### config.mk
export PLATFORM = sky130hd
export DESIGN_NAME = irq_fwd
export DESIGN_NICKNAME = d
export VERILOG_FILES = /design/src/rtl/irq_fwd.sv
export SDC_FILE = /design/constraint.sdc
export NUM_CORES = 1
export LEC_CHECK = 0
export ABC_AREA = 1
export BUFFER_PORTS_ARGS = -buffer_cell sky130_fd_sc_hd__buf_4
export CORE_MARGIN = 2
export CORE_UTILIZATION = 60
export CTS_CLUSTER_DIAMETER = 40
export DETAILED_ROUTE_END_ITERATION = 6
export PLACE_DENSITY_LB_ADDON = 0.08
export RECOVER_POWER = 50
export SYNTH_ARGS = -nofsm -noshare
export SYNTH_HDL_FRONTEND = slang
export SYNTH_SLANG_ARGS = --single-unit
### constraint.sdc
create_clock -name clk -period 1.4 [get_ports clk]
set_input_delay 0.28 -clock clk [delete_from_list [all_inputs] [get_ports clk]]
set_output_delay 0.28 -clock clk [all_outputs]
set_load 0.1 [all_outputs]
### src/rtl/irq_fwd.sv
module irq_fwd #(
  parameter int NSRC    = 20,
  parameter bit LATCHED = 1'b1,
  parameter int AW      = 8
) (
  input  logic            clk,
  input  logic            rst_n,
  input  logic [NSRC-1:0] src_irq,
  input  logic [AW-1:0]   bus_addr,
  input  logic            bus_wr,
  input  logic            bus_rd,
  input  logic [15:0]     bus_wdata,
  output logic [15:0]     bus_rdata,
  output logic [NSRC-1:0] irq_out
);
  localparam int NREG = (NSRC + 15) / 16;

  logic [NSRC-1:0] mask_q, pol_q, adj, stat_v, wbits, lane;
  logic [1:0]      bank, idx;
  logic            hit, wr_mask, wr_pol, wr_stat;
  logic [15:0]     rword;

  assign bank    = bus_addr[5:4];
  assign idx     = bus_addr[3:2];
  assign hit     = ((bus_addr >> 6) == '0) && (bus_addr[1:0] == 2'b00) && (bank != 2'd3);
  assign wr_mask = bus_wr && hit && (bank == 2'd0);
  assign wr_pol  = bus_wr && hit && (bank == 2'd1);
  assign wr_stat = bus_wr && hit && (bank == 2'd2);

  for (genvar n = 0; n < NSRC; n++) begin : g_lane
    assign lane[n]  = (idx == 2'(n / 16));
    assign wbits[n] = lane[n] & bus_wdata[n % 16];
  end

  always_ff @(posedge clk or negedge rst_n) begin
    if (!rst_n) begin
      mask_q <= '1;
      pol_q  <= '0;
    end else begin
      if (wr_mask) mask_q <= (mask_q & ~lane) | wbits;
      if (wr_pol)  pol_q  <= (pol_q & ~lane) | wbits;
    end
  end

  assign adj = src_irq ^ pol_q;

  if (LATCHED) begin : g_latched
    logic [NSRC-1:0] adj_q, pend_q, edge_v, clr;
    assign edge_v = adj & ~adj_q;
    assign clr    = wr_stat ? wbits : '0;

    always_ff @(posedge clk or negedge rst_n) begin
      if (!rst_n) begin
        adj_q  <= '0;
        pend_q <= '0;
      end else begin
        adj_q  <= adj;
        pend_q <= (pend_q & ~clr) | edge_v;
      end
    end

    assign stat_v  = pend_q;
    assign irq_out = pend_q & ~mask_q;

    p_pend_edge_only_r6: assert property (@(posedge clk) disable iff (!rst_n)
      (pend_q & ~$past(pend_q) & ~$past(edge_v)) == '0);
    p_clear_drops_r7: assert property (@(posedge clk) disable iff (!rst_n)
      ((clr & ~edge_v) != '0) |=> ((pend_q & $past(clr & ~edge_v)) == '0));
    p_set_wins_r8: assert property (@(posedge clk) disable iff (!rst_n)
      (edge_v != '0) |=> ((pend_q & $past(edge_v)) == $past(edge_v)));
  end else begin : g_pass
    assign stat_v  = adj;
    assign irq_out = adj & ~mask_q;

    p_live_path_r5: assert property (@(posedge clk) disable iff (!rst_n)
      ($stable(src_irq) && $stable(mask_q) && $stable(pol_q)) |-> $stable(irq_out));
  end

  always_comb begin
    rword = '0;
    for (int b = 0; b < 16; b++) begin
      if ((int'(idx) * 16 + b) < NSRC && int'(idx) < NREG) begin
        case (bank)
          2'd0:    rword[b] = mask_q[int'(idx) * 16 + b];
          2'd1:    rword[b] = pol_q[int'(idx) * 16 + b];
          2'd2:    rword[b] = stat_v[int'(idx) * 16 + b];
          default: rword[b] = 1'b0;
        endcase
      end
    end
  end

  always_ff @(posedge clk or negedge rst_n) begin
    if (!rst_n)      bus_rdata <= '0;
    else if (bus_rd) bus_rdata <= hit ? rword : 16'h0000;
  end

  p_rdata_hold_r9: assert property (@(posedge clk) disable iff (!rst_n)
    !bus_rd |=> $stable(bus_rdata));
endmodule

# Yosys cells after proc, flatten, opt, wreduce, memory -nomap -nowiden
# Cells that the tools add are included.
# W data, S select, Z words.
# totals
out_inout_bits,36
reg_bits,96
# classes
order_cmp,33
n_addsub,15
n_reduce_logical,26
n_eq_ne,4
bitwise,33
muxes,175
# ops
op,n
$lt A32 B6 Y1 const B,15
$bmux W1 S5,45
$mux W1,112
$and A20 B20 Y20,5
$lt A7 B6 Y1 const B,14
$not A20 Y20,4
$or A20 B20 Y20,3
$add A6 B4 Y7 const B,8
$pmux W1 S3,16
$lt A32 B7 Y1 const B,1
$add A6 B3 Y7 const B,4
$logic_and A1 B1 Y1,22
$and A1 B1 Y1,20
$mux W20,1
$xor A20 B20 Y20,1
$mux W16,1
$add A6 B2 Y7 const B,2
$logic_not A8 Y1,1
$add A6 B1 Y7 const B,1
$logic_not A2 Y1,3
$lt A6 B5 Y1 const B,1
$lt A6 B6 Y1 const B,1
$eq A2 B1 Y1 const B,2
$eq A2 B2 Y1 const B,1
other kinds (2),2

# Logic depth before layout (Yosys ltp)
# logic_depth
word_depth,9
depth_mapped,9

# Worst setup path after synthesis
# No wires, ideal clock.
# synth_timing
path_kind,reg-to-output
start,register g_latched.pend_q[10]
end,output irq_out[10]
stages_incl_launch_ff,3
path_slack_ps,-516
arrival_time_ps,1636
n_path_buf,0
required_ps,1120
path_cell_list,dfrtp_1 inv_1 nor2_1
# synth_via
elab_chain_len,1
# synth_lines
element,line,text
"start, declared",48,"logic [NSRC-1:0] adj_q, pend_q, edge_v, clr;"
"start signal, assigned",58,pend_q <= (pend_q & ~clr) | edge_v;
$and A20 B20 Y20,63,assign irq_out = pend_q & ~mask_q;
"end, declared",14,output logic [NSRC-1:0] irq_out
# No other way between the ends.

==> flow_summary_export.csv <==
group,metric,value,unit
setup_path,path_class,"reg2out",
placed_design,dpl_cell_area,0.00591,mm²
timing,post-route-period-util,101,%
synthesis,synth_top_family_by_area,"simple AND/OR/NAND/NOR gates",
pwr,p_leak,3.68,nW
clocking,cts_sinks,96,
detailed_routing,wl,14200,µm
timing,hold_viol,0,
global_routing,antenna_found_initial,0,
detailed_routing,dr_total_vias,4841,
detailed_routing,wl_per_cell,16.6,µm
synthesis,synth_area,0.00481,mm²
setup_path,worst-path-buf-inv,1,
timing,relSlewSlack,55.9,%
synthesis,ys_seq_area_share,50.4,%
synthesis,ys_ff_latch,96,
clocking,cts_tree,"yes",
clocking,cts_root_buf,"clkbuf_8",
run,cap_violations,0,
synthesis,synth_cell_types,20,
timing,fmaxAchievable,706,MHz
setup_path,rr_endpoint,"bus_rdata[3]$_DFFE_PN0P_",
detailed_routing,first_pass_iters,6,
cells_and_area,final_nets,793,
global_routing,grt_pass1_vias,4797,
cells_and_area,final_cell_mix,"nand2_1, buf_4, dfrtp_1",
detailed_routing,antenna_left,0,
placed_design,dp_hpwl,9020,µm
timing,setup_ws,-0.0170,ns
pwr,power.density,918,mW/mm²
setup_path,slowest_delay,0.57,ns
run_status,status,"finished with violations",
clocking,cts_made_buffers,9,
cells_and_area,antenna_cells,0,
clocking,h-tree-depth,3,
cells_and_area,layout_commonest_cell,"nand2_1",
synthesis,synthMuxAreaShare,0,%
synthesis,avgSynthCellArea,7.88,µm²
setup_path,path_max_fanout,2,
synthesis,ys_warn_count,0,
pwr,vdd_drop_max,0.000586,V
cells_and_area,fillers,447,
setup_path,rr_worst_depth,8,
global_routing,grt_usage,33.5,%
global_routing,grt_overflow,0,
placed_design,gp_congestion,0.886,
setup_path,cp_num_cells,2,
setup_path,critical_path.startpoint_type,"register",
global_routing,grt_pass1_wl,22900,µm
timing,rsz0062_at_grt,"true",
floorplan,rows,32,
synthesis,synth_compound_area_share,0.624,%
detailed_routing,avgViaCountPerCell,5.68,
timing,setup_viol,11,
floorplan,num_io_pins,84,
floorplan,dieArea,0.00875,mm²
cells_and_area,finalNonFillerCells,852,
floorplan,die_x,93.6,µm
clocking,clkLatencyLatePin,0.35,ns
global_routing,grt_max_degree,49,
synthesis,synth_xor_area_share,3.64,%
hold_path,hp-class,"in2reg",
clocking,cts_buffer_depth,2,
synthesis,synth_fa_ha_area_share,0,%
synthesis,synth-simple-area-share,35.9,%
timing,fin_crit,1.42,ns
setup_path,cp-end-kind,"output port",
timing,slew_violations,0,
setup_path,r2r_slack,0.10,ns
cells_and_area,areaGrowthSynthToFinish,37.2,%
setup_path,worstPathRequired,1.12,ns
setup_path,cp.arrival,1.14,ns
synthesis,syn-num-nets,659,
cells_and_area,drive_gt1_share,30.0,%
setup_path,cpLargestDelayFamily,"flip-flops",
clocking,clk_pin_slew,0.10,ns
floorplan,start_util,62.0,%
detailed_routing,drt-initial-drc-count,422,
detailed_routing,drc_errors,0,
placed_design,io_buffers,83,
setup_path,crit_end,"irq_out[9]",
timing,skew,0.00808,ns
synthesis,synthCells,611,
floorplan,die_y,93.6,µm
placed_design,dp_cells,804,
cells_and_area,postLayoutCellArea,0.00660,mm²
timing,tightest_slew,0.662,ns
setup_path,slowest_stage,"dfstp_2",
run_status,violations,"setup timing",
floorplan,coreArea,0.00777,mm²
setup_path,cp_cell_sequence,"nor2_4 > buf_12",
-- worst reg2reg max path, cell delays in order (launching register included) --
cell	delay [ns]
dfstp_2	0.58
buf_4	0.12
buf_4	0.11
inv_1	0.03
nand2_1	0.05
o211ai_1	0.08
nand3_1	0.14
nand2_1	0.08
nand2_1	0.06
-- worst min-delay path by stage --
stage / slack (ns) / depth (start not counted) / from / end
after detailed placement: 0.30 / 2 / rst_n / bus_rdata[1]$_DFFE_PN0P_
after CTS: 0.1 / 2 / src_irq[8] / g_latched.adj_q[8]$_DFF_PN0_
after global placement: 0.29 / 2 / rst_n / g_latched.adj_q[18]$_DFF_PN0_
after global routing: 0.1 / 2 / src_irq[9] / g_latched.adj_q[9]$_DFF_PN0_
final: 0.11 / 2 / src_irq[9] / g_latched.adj_q[9]$_DFF_PN0_
after floorplan: -0.02 / 0 / rst_n / asynchronous set/reset pin
-- where the power goes --
group / internal (mW) / switching, mW
Combinational: 0.386 / 0.651
Clock: 1.10 / 0.972
Sequential: 2.88 / 0.0673
Total: 4.37 / 1.69
-- cells by family after synthesis --
group                     count (synthesis)
AOI/OAI and AO/OA                         4
xor gates and xnor gates                 20
buffers and inverters                   101
DFF                                      96
and+or+nand+nor                         390
-- per-stage QoR --
step                total power, mW  setup slack (ns)  hold slack, ns  TNS (ns)  utilization (%)
finish                         6.06           -0.0170           0.106    -0.111             85.0
global route                   6.28           -0.0567          0.0976    -0.696             85.0
CTS                            6.05           -0.0310          0.0964    -0.163             84.4
detailed placement             3.91            -0.140           0.296     -1.25             76.1
global placement               3.89           -0.0712           0.294    -0.581             76.1
floorplan                      3.52             0.177         -0.0156         0                -
-- per-layer routing --
metal | part of all wire, % | vias to the layer above | global-route usage, %
li1 | - | 2196 | -
met1 | 38 | 2290 | 44.7
met2 | 49 | 302 | 55.1
met3 | 9.7 | 53 | 5.16
met4 | 2.9 | 0 | 13.5
met5 | 0 | - | 0
-- Yosys cell counts --
cell type,number,area (µm²)
nand2_1,244,916
dfrtp_1,76,1900
inv_1,65,244
nand4_1,62,388
nor2_1,43,161
nand3_1,33,165
dfstp_2,20,526
xor2_1,20,175
buf_2,18,90.1
buf_4,6,45.0
buf_6,4,45.0
o211ai_1,4,30.0
inv_2,3,11.3
nor2_4,3,33.8
buf_1,2,7.51
clkbuf_1,2,7.51
nand4_4,2,42.5
nor2_2,2,12.5
clkinv_1,1,3.75
nand2_2,1,6.26
-- final cells by class --
class	instances	area, µm²	share of cell area [%]
repair buffers	155	1480	22.3
inverters	69	259	3.92
clock buffers	11	151	2.29
well taps	102	128	1.93
clock inverters	5	78.8	1.19
flip-flops and latches	96	2430	36.8
multi-input cells	414	2080	31.6
-- what timing repair did --
item	in CTS	in global routing
buffers inserted	21	10
setup endpoints to repair	20	20
pin swaps	16	6
hold buffers	1	0
resized for setup	61	3
gates cloned	0	0
hold endpoints to repair	76	0
Note: power is estimated with default switching activity, not from simulation.
